<file path="src/rtl/irqc_pkg.sv">
package irqc_pkg;
    localparam int PRIO_W = 2;
    typedef logic [PRIO_W-1:0] prio_t;
    typedef logic [PRIO_W:0]   xprio_t;
    localparam xprio_t IDLE_LEVEL = xprio_t'(1 << PRIO_W);

    function automatic xprio_t widen(input prio_t p);
        return {1'b0, p};
    endfunction
endpackage

</file>
<file path="src/rtl/irqc_src_bank.sv">
module irqc_src_bank
    import irqc_pkg::*;
#(
    parameter int N_IRQ = 48,
    parameter int ID_W  = 6
) (
    input  logic                   clk_i,
    input  logic                   rst_ni,
    input  logic [N_IRQ-1:0]       irq_pulse_i,
    input  logic [N_IRQ-1:0]       en_set_i,
    input  logic [N_IRQ-1:0]       en_clr_i,
    input  logic                   prio_we_i,
    input  logic [ID_W-1:0]        prio_idx_i,
    input  prio_t                  prio_val_i,
    input  logic                   entry_i,
    input  logic [ID_W-1:0]        entry_id_i,
    input  logic                   exit_i,
    input  logic [ID_W-1:0]        exit_id_i,
    output logic [N_IRQ-1:0]       pend_o,
    output logic [N_IRQ-1:0]       en_o,
    output logic [N_IRQ-1:0]       act_o,
    output prio_t [N_IRQ-1:0]      prio_o,
    output prio_t                  entry_prio_o
);
    typedef struct packed {
        logic [N_IRQ-1:0]  pend;
        logic [N_IRQ-1:0]  en;
        logic [N_IRQ-1:0]  act;
        prio_t [N_IRQ-1:0] prio;
    } bank_t;

    bank_t bank_d, bank_q;

    always_comb begin
        bank_d    = bank_q;
        bank_d.en = (bank_q.en | en_set_i) & ~en_clr_i;
        for (int i = 0; i < N_IRQ; i++) begin
            if (entry_i && entry_id_i == ID_W'(i)) begin
                bank_d.pend[i] = 1'b0;
                bank_d.act[i]  = 1'b1;
            end
            if (exit_i && exit_id_i == ID_W'(i)) begin
                bank_d.act[i] = 1'b0;
            end
            // a fresh pulse outranks the clear from handler entry
            if (irq_pulse_i[i]) begin
                bank_d.pend[i] = 1'b1;
            end
            if (prio_we_i && prio_idx_i == ID_W'(i)) begin
                bank_d.prio[i] = prio_val_i;
            end
        end
    end

    always_ff @(posedge clk_i or negedge rst_ni) begin
        if (!rst_ni) begin
            bank_q <= '0;
        end else begin
            bank_q <= bank_d;
        end
    end

    always_comb begin
        entry_prio_o = '0;
        for (int i = 0; i < N_IRQ; i++) begin
            if (entry_id_i == ID_W'(i)) begin
                entry_prio_o = bank_q.prio[i];
            end
        end
    end

    assign pend_o = bank_q.pend;
    assign en_o   = bank_q.en;
    assign act_o  = bank_q.act;
    assign prio_o = bank_q.prio;

    assert_pulse_recorded_R2: assert property (@(posedge clk_i) disable iff (!rst_ni)
        (irq_pulse_i != '0) |=> ((pend_o & $past(irq_pulse_i)) == $past(irq_pulse_i)));

    assert_entry_in_range_R7: assert property (@(posedge clk_i) disable iff (!rst_ni)
        entry_i |-> (int'(entry_id_i) < N_IRQ));

    assert_entry_marks_active_R7: assert property (@(posedge clk_i) disable iff (!rst_ni)
        entry_i |=> act_o[$past(entry_id_i)]);
endmodule

</file>
<file path="src/rtl/irqc_pick.sv">
module irqc_pick
    import irqc_pkg::*;
#(
    parameter int N_IRQ = 48,
    parameter int ID_W  = 6
) (
    input  logic [N_IRQ-1:0]  cand_i,
    input  prio_t [N_IRQ-1:0] prio_i,
    output logic              found_o,
    output logic [ID_W-1:0]   id_o,
    output prio_t             prio_o
);
    always_comb begin
        found_o = 1'b0;
        id_o    = '0;
        prio_o  = '1;
        // ascending scan with strict compare keeps the lower number on ties
        for (int i = 0; i < N_IRQ; i++) begin
            if (cand_i[i] && (!found_o || prio_i[i] < prio_o)) begin
                found_o = 1'b1;
                id_o    = ID_W'(i);
                prio_o  = prio_i[i];
            end
        end
    end
endmodule

</file>
<file path="src/rtl/irqc_nest.sv">
module irqc_nest
    import irqc_pkg::*;
#(
    parameter int DEPTH = 4,
    parameter int ID_W  = 6
) (
    input  logic            clk_i,
    input  logic            rst_ni,
    input  logic            entry_i,
    input  logic [ID_W-1:0] entry_id_i,
    input  prio_t           entry_prio_i,
    input  logic            exit_i,
    output xprio_t          level_o,
    output logic [ID_W-1:0] top_id_o
);
    localparam int CNT_W = $clog2(DEPTH + 1);

    typedef struct packed {
        prio_t [DEPTH-1:0]           lvl;
        logic [DEPTH-1:0][ID_W-1:0]  id;
        logic [CNT_W-1:0]            cnt;
    } nest_t;

    nest_t nest_d, nest_q;
    prio_t top_prio;

    always_comb begin
        nest_d = nest_q;
        if (exit_i && nest_q.cnt != '0) begin
            nest_d.cnt = nest_q.cnt - 1'b1;
        end
        if (entry_i && int'(nest_q.cnt) < DEPTH) begin
            for (int k = 0; k < DEPTH; k++) begin
                if (nest_q.cnt == CNT_W'(k)) begin
                    nest_d.lvl[k] = entry_prio_i;
                    nest_d.id[k]  = entry_id_i;
                end
            end
            nest_d.cnt = nest_q.cnt + 1'b1;
        end
    end

    always_ff @(posedge clk_i or negedge rst_ni) begin
        if (!rst_ni) begin
            nest_q <= '0;
        end else begin
            nest_q <= nest_d;
        end
    end

    always_comb begin
        top_prio = '0;
        top_id_o = '0;
        for (int k = 0; k < DEPTH; k++) begin
            if (nest_q.cnt == CNT_W'(k + 1)) begin
                top_prio = nest_q.lvl[k];
                top_id_o = nest_q.id[k];
            end
        end
        level_o = (nest_q.cnt == '0) ? IDLE_LEVEL : widen(top_prio);
    end

    assert_no_push_full_R7: assert property (@(posedge clk_i) disable iff (!rst_ni)
        entry_i |-> (int'(nest_q.cnt) < DEPTH));

    assert_no_pop_empty_R10: assert property (@(posedge clk_i) disable iff (!rst_ni)
        exit_i |-> (nest_q.cnt != '0));

    assert_single_strobe_R7: assert property (@(posedge clk_i) disable iff (!rst_ni)
        !(entry_i && exit_i));

    assert_push_raises_level_R8: assert property (@(posedge clk_i) disable iff (!rst_ni)
        entry_i |-> (widen(entry_prio_i) < level_o));
endmodule

</file>
<file path="src/rtl/irq_ctrl.sv">
module irq_ctrl
    import irqc_pkg::*;
#(
    parameter int N_IRQ      = 48,
    parameter int NEST_DEPTH = 4,
    localparam int ID_W      = $clog2(N_IRQ)
) (
    input  logic             clk_i,
    input  logic             rst_ni,
    input  logic [N_IRQ-1:0] irq_pulse_i,
    input  logic [N_IRQ-1:0] en_set_i,
    input  logic [N_IRQ-1:0] en_clr_i,
    input  logic             prio_we_i,
    input  logic [ID_W-1:0]  prio_idx_i,
    input  logic [1:0]       prio_val_i,
    input  logic             gmask_i,
    input  logic             entry_i,
    input  logic [ID_W-1:0]  entry_id_i,
    input  logic             exit_i,
    output logic             req_o,
    output logic [ID_W-1:0]  req_id_o
);
    logic [N_IRQ-1:0]  pend_vec, en_vec, act_vec, cand_vec;
    prio_t [N_IRQ-1:0] prio_vec;
    prio_t             entry_prio, best_prio;
    logic              best_found;
    logic [ID_W-1:0]   best_id, top_id;
    xprio_t            exec_level;

    irqc_src_bank #(.N_IRQ(N_IRQ), .ID_W(ID_W)) i_bank (
        .clk_i        (clk_i),
        .rst_ni       (rst_ni),
        .irq_pulse_i  (irq_pulse_i),
        .en_set_i     (en_set_i),
        .en_clr_i     (en_clr_i),
        .prio_we_i    (prio_we_i),
        .prio_idx_i   (prio_idx_i),
        .prio_val_i   (prio_val_i),
        .entry_i      (entry_i),
        .entry_id_i   (entry_id_i),
        .exit_i       (exit_i),
        .exit_id_i    (top_id),
        .pend_o       (pend_vec),
        .en_o         (en_vec),
        .act_o        (act_vec),
        .prio_o       (prio_vec),
        .entry_prio_o (entry_prio)
    );

    assign cand_vec = pend_vec & en_vec & ~act_vec;

    irqc_pick #(.N_IRQ(N_IRQ), .ID_W(ID_W)) i_pick (
        .cand_i  (cand_vec),
        .prio_i  (prio_vec),
        .found_o (best_found),
        .id_o    (best_id),
        .prio_o  (best_prio)
    );

    irqc_nest #(.DEPTH(NEST_DEPTH), .ID_W(ID_W)) i_nest (
        .clk_i        (clk_i),
        .rst_ni       (rst_ni),
        .entry_i      (entry_i),
        .entry_id_i   (entry_id_i),
        .entry_prio_i (entry_prio),
        .exit_i       (exit_i),
        .level_o      (exec_level),
        .top_id_o     (top_id)
    );

    assign req_o    = best_found && !gmask_i && (widen(best_prio) < exec_level);
    assign req_id_o = best_id;

    assert_req_eligible_R3: assert property (@(posedge clk_i) disable iff (!rst_ni)
        req_o |-> (pend_vec[req_id_o] && en_vec[req_id_o]));

    assert_preempt_strict_R8: assert property (@(posedge clk_i) disable iff (!rst_ni)
        req_o |-> (widen(prio_vec[req_id_o]) < exec_level));

    assert_not_own_handler_R9: assert property (@(posedge clk_i) disable iff (!rst_ni)
        req_o |-> !act_vec[req_id_o]);

    assert_mask_blocks_R5: assert property (@(posedge clk_i) disable iff (!rst_ni)
        $rose(gmask_i) |-> !req_o);
endmodule

</file>
<file path="config.mk">
export PLATFORM = sky130hd
export DESIGN_NAME = irq_ctrl
export DESIGN_NICKNAME = d
export VERILOG_FILES = /design/src/rtl/irqc_pkg.sv /design/src/rtl/irqc_src_bank.sv /design/src/rtl/irqc_pick.sv /design/src/rtl/irqc_nest.sv /design/src/rtl/irq_ctrl.sv
export SDC_FILE = /design/constraint.sdc
export NUM_CORES = 1
export LEC_CHECK = 0
export ABC_AREA = 1
export BUFFER_PORTS_ARGS = -buffer_cell sky130_fd_sc_hd__clkbuf_2
export CORE_ASPECT_RATIO = 1.1
export CORE_UTILIZATION = 30
export CTS_BUF_LIST = sky130_fd_sc_hd__clkbuf_16
export DETAILED_ROUTE_END_ITERATION = 10
export SYNTH_ARGS = -nofsm -noshare
export SYNTH_HDL_FRONTEND = slang
export SYNTH_SLANG_ARGS = --single-unit
</file>
<file path="constraint.sdc">
create_clock -name clk_i -period 24.8 [get_ports clk_i]
set_input_delay 1.24 -clock clk_i [delete_from_list [all_inputs] [get_ports clk_i]]
set_output_delay 1.24 -clock clk_i [all_outputs]
set_load 0.02 [all_outputs]
</file>
# Word level (Yosys, flattened, before mapping)
# Index checks and enable logic that the tools add are counted.
[word_totals]
latch_bits = 0
output_inout_bits = 7
word_cells = 1146
n_memories = 0
register_bits = 275
rom_bits = 0
mem_bits_rw = 0
[op_classes]
mul = 0
magnitude_cmp = 49
bitwise_logic = 6
n_addsub = 2
reduce_logical = 396
muxes = 394
div = 0
n_shift = 0
n_eq_ne = 145
[ops]
columns = ["cell", "count"]
rows = [
  ["equality test 6 x 5 -> 1 bit (second input constant)", 48],
  ["equality test 6 bit (second input constant)", 48],
  ["two-way mux 1 bit", 241],
  ["two-way mux 2 bit", 102],
  ["logical AND 1 bit", 195],
  ["nonzero test 2 bit", 97],
  ["AND 48 bit", 3],
  ["equality test 6 x 4 -> 1 bit (second input constant)", 24],
  ["two-way mux 6 bit", 20],
  ["NOT 48 bit", 2],
  ["< comparator 2 bit", 47],
  ["two-way mux 5 bit", 16],
  ["equality test 6 x 3 -> 1 bit (second input constant)", 12],
  ["zero test 1 bit", 48],
  ["bitwise OR 48 bit", 1],
  ["logical OR 1 bit", 47],
  ["equality test 6 x 2 -> 1 bit (second input constant)", 6],
  ["two-way mux 4 bit", 8],
  ["two-way mux 3 bit", 7],
  ["equality test 6 x 1 -> 1 bit (second input constant)", 3],
  ["zero test 6 bit", 3],
  ["AND reduction 2 bit", 4],
  ["equality test 3 x 2 -> 1 bit (second input constant)", 2],
  ["adder 3 x 1 -> 3 bit (second input constant)", 1],
  ["7 further kinds", 7],
]

# Depth between registers and ports, before layout
[logic_depth]
ltp_word = 193
mapped_depth = 288

# Modules after synthesis
# Synthesis repeated with hierarchy kept, for this count alone.
[hier_totals]
hier_cells = 2439
area_unflattened_um2 = 16470.8
[by_module_without_submodules]
columns = ["module", "n_inst", "cells_each", "area_per_inst_um2"]
rows = [
  ["irqc_src_bank", 1, 1159, 10077.2],
  ["irqc_pick", 1, 957, 4147.7],
  ["irqc_nest", 1, 215, 1829.3],
  ["irq_ctrl", 1, 108, 416.6],
]

# Worst setup path after synthesis
# OpenSTA, ideal clock, no wires.
[synth_timing]
path_kind = "reg2out"
startpoint = "register i_bank.bank_q (netlist bit i_bank.act_o[0])"
endpoint = "output port req_o"
path_stages_with_launch = 284
arrival_ns = 19.760
path_buffers = 0
slack_ns = 3.800
path_cell_list = "dfrtp_1 > nand3b_1 > o2bb2ai_1 > inv_1 > a21oi_1 > nand2_2 > nand2_2 > nand2_1 > nand3_1 > nand2_1 > nand2_2 > nand2_2 > nand2_1 > nand2_1 > nor2_1 > nand2_1 > nand2_2 > nand2_2 > [... 248 more ...] > nor2_1 > nand2_1 > nand2_2 > nand2_2 > o21ai_0 > ha_1 > nand2_1 > nand2_1 > nand2_2 > nand2_4 > nor2_1 > a21oi_1 > ha_1 > inv_1 > nor2_1 > nand2_1 > nand2_1 > nor2_2"
[synth_via]
elab_chain_len = 193
elab_cells_between_ends = 289
cone_classes = "order compare (48); mux (96); bitwise (2); reduce/logical (143)"
[synth_lines]
columns = ["item", "line_no", "text"]
rows = [
  ["from (decl)", "irqc_src_bank.sv:32", "bank_t bank_d, bank_q;"],
  ["from (signal assigned)", "irqc_src_bank.sv:59", "bank_q <= bank_d;"],
  ["NOT 48 bit *", "irq_ctrl.sv:50", "assign cand_vec = pend_vec & en_vec & ~act_vec;"],
  ["AND 48 bit *", "irq_ctrl.sv:50", ""],
  ["two-way mux 2 bit or two-way mux 1 bit (tied branches)", "irqc_pick.sv:19", "if (cand_i[i] && (!found_o || prio_i[i] < prio_o)) begin"],
  ["< comparator 2 bit or zero test 1 bit (tied branches)", "irqc_pick.sv:19", ""],
  ["logical OR 1 bit", "irqc_pick.sv:19", ""],
  ["logical AND 1 bit", "irqc_pick.sv:19", ""],
  ["two-way mux 2 bit or two-way mux 1 bit (tied branches)", "irqc_pick.sv:19", ""],
  ["< comparator 2 bit or zero test 1 bit (tied branches)", "irqc_pick.sv:19", ""],
  ["[... 177 more ...]", "-", ""],
  ["logical AND 1 bit", "irqc_pick.sv:19", ""],
  ["two-way mux 2 bit or two-way mux 1 bit (tied branches)", "irqc_pick.sv:19", ""],
  ["< comparator 2 bit or zero test 1 bit (tied branches)", "irqc_pick.sv:19", ""],
  ["logical OR 1 bit", "irqc_pick.sv:19", ""],
  ["logical AND 1 bit", "irqc_pick.sv:19", ""],
  ["two-way mux 2 bit or two-way mux 1 bit (tied branches)", "irqc_pick.sv:19", ""],
  ["< comparator 2 x 3 -> 1 bit or logical AND 1 bit (tied branches)", "irq_ctrl.sv:71", "assign req_o = best_found && !gmask_i && (widen(best_prio) < exec_level);"],
  ["logical AND 1 bit *", "irq_ctrl.sv:71", ""],
  ["to (decl)", "irq_ctrl.sv:20", "output logic req_o,"],
]
# Every way passes the cells marked *; elsewhere a longest branch is shown, timed or not.

# Final worst setup path
[layout_timing]
startpoint = "register i_bank.bank_q (netlist bit i_bank.en_o[0])"
endpoint = "output port req_o"
[layout_via]
elab_chain_len = 193
elab_cells_between_ends = 289
cone_classes = "order compare (48); mux (96); bitwise (2); reduce/logical (143)"
[layout_lines]
columns = ["item", "line_no"]
rows = [
  ["AND 48 bit * (2 in series)", "irq_ctrl.sv:50"],
  ["two-way mux 2 bit or two-way mux 1 bit (tied branches)", "irqc_pick.sv:19"],
  ["< comparator 2 bit or zero test 1 bit (tied branches)", "irqc_pick.sv:19"],
  ["logical OR 1 bit", "irqc_pick.sv:19"],
  ["logical AND 1 bit", "irqc_pick.sv:19"],
  ["two-way mux 2 bit or two-way mux 1 bit (tied branches)", "irqc_pick.sv:19"],
  ["< comparator 2 bit or zero test 1 bit (tied branches)", "irqc_pick.sv:19"],
  ["logical OR 1 bit", "irqc_pick.sv:19"],
  ["[... 176 more ...]", "-"],
  ["logical AND 1 bit", "irqc_pick.sv:19"],
  ["two-way mux 2 bit or two-way mux 1 bit (tied branches)", "irqc_pick.sv:19"],
  ["< comparator 2 bit or zero test 1 bit (tied branches)", "irqc_pick.sv:19"],
  ["logical OR 1 bit", "irqc_pick.sv:19"],
  ["logical AND 1 bit", "irqc_pick.sv:19"],
  ["two-way mux 2 bit or two-way mux 1 bit (tied branches)", "irqc_pick.sv:19"],
  ["< comparator 2 x 3 -> 1 bit or logical AND 1 bit (tied branches)", "irq_ctrl.sv:71"],
  ["logical AND 1 bit *", "irq_ctrl.sv:71"],
]
# Marked as above.

==> out/results.tsv <==
stage	metric	value	unit
pwr	Worst VDD drop	0.0000959	V
yosys	post-synthesis register bit count	275	
routing	DRC errors left	0	
global_routing	gr usage total	0.199	
routing	Via density	4.74	
clock_tree	CTS Root Cell	clkbuf_16	
yosys	Avg Synthesized Cell Area	6.81	sq um
die	Die X	226	um
yosys	Yosys top cell area share	0.416	
die	die area	0.0560	sq mm
yosys	Synth area leader	dfrtp_1	
timing	Post-Route Skew	0.0294	ns
routing	vias	16400	
setup_path	crit path max-delay cell type	dfrtp_1	
global_routing	vias in the first global route	15500	
setup_path	Crit. End Element	output port	
routing	wire per inst	16.4	um
routing	final wirelength	56600	um
final_layout	Final Net Count	2873	
timing	setup repair after global routing missed its margin	yes	
clock_tree	clk buf depth	3	
clock_tree	Clk Latency, worst-skew pair	0.57	ns
outcome	failing checks	negative setup slack	
timing	Slew Limit Fails	0	
timing	final hold vios	0	
die	initial core utilization	0.306	
die	# rows	89	
setup_path	most frequent CP cell	nand2_2	
outcome	status	finished, violations left	
clock_tree	deepest level of the CTS H-tree	2	
flow_run	Max-Cap Viols	0	
setup_path	Critical Path Start Type	flip-flop	
setup_path	CP Max Fanout	6	
pwr	Comb pwr share	0.655	
final_layout	P&R area growth vs syn	26.5	%
pwr	Leak Pwr	10.7	nW
yosys	Seq/Total Area, Yosys	0.416	
global_routing	initial antenna violation count	3	
routing	First-pass DRT Iterations	5	
yosys	Mapped Cells	2427	
global_routing	first-pass GRT wire length	85100	um
global_routing	pin count of the biggest net entering global routing	112	
yosys	Netlist cell types	47	
yosys	Area contributors post-synth	dfrtp_1, nand2_1, nor2_1, inv_1, nand3_1	
timing	Fmax	0.0399	GHz
timing	slew margin rel.	0.295	
clock_tree	# clock sinks	275	
final_layout	Cell Count, Final, Fillers Out	3456	
pwr	internal power	1.63	mW
timing	post-layout min period	25.07	ns
pwr	Cell Pwr Density	151	mW/mm^2
setup_path	Critical Path RT	23.56	ns
setup_path	Largest stage delay, worst path	0.40	ns
die	die extent in y	248	um
yosys	Syn Std Cell Area	0.0165	sq mm
hold_path	HP Class	reg2reg	
place	Placer Congestion	0.935	
die	CORE AREA	0.0540	sq mm
setup_path	WP data arrival	23.83	ns
setup_path	WS Path Type	reg2out	
clock_tree	CTS buffer count	37	
global_routing	total gr overflow	0	
place	hpwl dp	42100	um
pwr	total net switching power	1.53	mW
pwr	Net Sw Frac	0.484	
routing	DRT iter0 DRCs	1006	
place	IO buf count	170	
timing	Worst-Margin Slew	1.06	ns
die	Ports	171	
place	placed cells	3304	
timing	Post-Route Setup TNS	-0.387	ns
yosys	syn_nets	2599	
timing	Final Cycle Share	1.01	
clock_tree	clock transition at the registers of the reported paths	0.06	ns
pwr	Reg power frac	0.185	
yosys	YS warnings	0	
routing	Final ANT Viol Nets	0	
clock_tree	TritonCTS clock tree	built	
pwr	Clock Power Share	0.159	
final_layout	layout cells sized above 1	0.235	
clock_tree	Post-CTS Hold Buffers	0	
timing	final setup margin	-0.275	ns
final_layout	diode count	0	
timing	final setup fails	2	
==> layer usage <==
metal,vias up,wire (um),GRT usage
met5,-,34,0
met4,6,2450,0.0896
met3,114,2850,0.0270
met2,400,27900,0.347
met1,7694,23400,0.243
li1,8153,-,-
==> layout make-up <==
type / instances / area [sq um]
multi-input combinational: 1737 / 8830
clock buffer: 38 / 951
inverter: 385 / 1540
clock inverter: 28 / 170
fill: 5735 / 33100
timing repair buffer: 265 / 1620
tap: 728 / 911
sequential: 275 / 6880
==> cell families (layout without fill, tap and decap cells) <==
kind of cell               after synthesis  count (layout)  share of synthesized area
AOI/OAI and AO/OA                      283             283                      0.103
xor gates and xnor gates                 2               2                    0.00106
adders and majority gates                8               8                    0.00606
buffers and inverters                  415             716                      0.100
DFF                                    275             275                      0.416
muxes                                    1               1                   0.000681
and+or+nand+nor                       1443            1443                      0.372
==> power groups by stage <==
stage,clock [mW],combinational [mW],sequential [mW]
after floorplan,0,1.13,0.575
after global placement,0,1.47,0.589
after detailed placement,0,1.47,0.590
after CTS,0.517,1.48,0.583
after global routing,0.533,2.29,0.595
final,0.503,2.07,0.584
==> worst paths after layout <==
kind                                          startpoint                             to  slack, ns  depth (start not counted)
setup / recovery                i_bank.en_o[0]$_DFF_PN0_                          req_o      -0.27                        288
hold / removal             i_bank.pend_o[43]$_DFFE_PN0P_  i_bank.pend_o[43]$_DFFE_PN0P_       0.47                          1
setup reg to reg            i_bank.prio_o[1]$_DFFE_PN0P_  i_nest.nest_q[34]$_DFFE_PN0P_      19.39                         23
hold reg to reg            i_bank.pend_o[43]$_DFFE_PN0P_  i_bank.pend_o[43]$_DFFE_PN0P_       0.47                          1
max in group asynchronous                         rst_ni   i_bank.pend_o[0]$_DFFE_PN0P_      22.56                          2
min in group asynchronous                         rst_ni      i_bank.en_o[46]$_DFF_PN0_       0.78                          1
==> worst max-delay path, delay by kind of cell (launching register included) <==
kind | cells | cell delay [ns]
AOI/OAI and AO/OA | 2 | 0.23
adders and majority gates | 2 | 0.50
buffers and inverters | 5 | 0.49
DFF | 1 | 0.40
and+or+nand+nor | 279 | 21.52
==> flip-flops by register name, indices dropped and copies added (netlist names) <==
signal and flops:
i_bank.pend_o 48, i_bank.en_o 48, i_bank.act_o 48, i_nest.nest_q 35
i_bank.prio_o 96
==> layout by cell type (no fill, tap or decap), types with 5 or more instances in the layout <==
cell	synthesis	routed
nor3_1	18	17
inv_1	357	360
nand2_1	676	535
a22oi_1	8	8
clkinv_2	2	9
o22ai_1	6	6
a21o_1	13	13
clkinv_1	3	12
o21ai_0	144	143
o21bai_1	36	36
nand3_1	196	176
nor2_2	11	27
clkbuf_2	0	162
clkinv_4	10	11
buf_6	0	8
ha_1	8	7
clkbuf_16	0	38
nand4_1	21	21
nor2_1	399	379
dfrtp_1	275	275
nor2_4	1	5
o211ai_1	9	9
nand3_2	0	20
nand2_2	90	176
nand2_4	2	57
nor4_1	8	8
o22a_1	13	13
a2bb2oi_1	7	7
a31oi_1	11	11
buf_4	0	93
inv_2	8	11
nand3b_1	12	12
a21oi_1	29	27
==> through the flow <==
step	total power [mW]	setup slack, ns	hold WS, ns	instance area, sq um	util
final	3.16	-0.275	0.475	20900	0.387
after global routing	3.41	-2.89	0.489	20900	0.387
after CTS	2.58	0.0156	0.480	19400	0.359
after detailed placement	2.06	0.728	0.469	18300	0.338
after global placement	2.06	0.786	0.461	18300	0.338
after floorplan	1.71	3.80	0.444	16500	-
==> synthesized netlist by cell type, drive strengths merged <==
cell / n
nand2: 768
nor2: 415
inv: 367
dfrtp: 275
nand3: 196
o21ai: 144
o21bai: 36
a21oi: 29
clkbuf: 27
nand4: 21
nor3: 18
clkinv: 15
a21o: 13
o22a: 13
nand3b: 12
a31oi: 11
o211ai: 9
a22oi: 8
ha: 8
nor4: 8
a2bb2oi: 7
o22ai: 6
buf: 3
bufinv: 3
and2: 2
or2: 2
a211oi: 1
a221oi: 1
a32oi: 1
and3: 1
mux2: 1
o21a: 1
o2bb2ai: 1
o311ai: 1
o31ai: 1
xnor2: 1
xor2: 1
==> what timing repair did <==
action | CTS | global route
buffers inserted | 0 | 86
hold endpoints to repair | 0 | 0
resized for setup | 0 | 269
setup endpoints to repair | 0 | 7
Note: power is estimated with default switching activity, not from simulation.
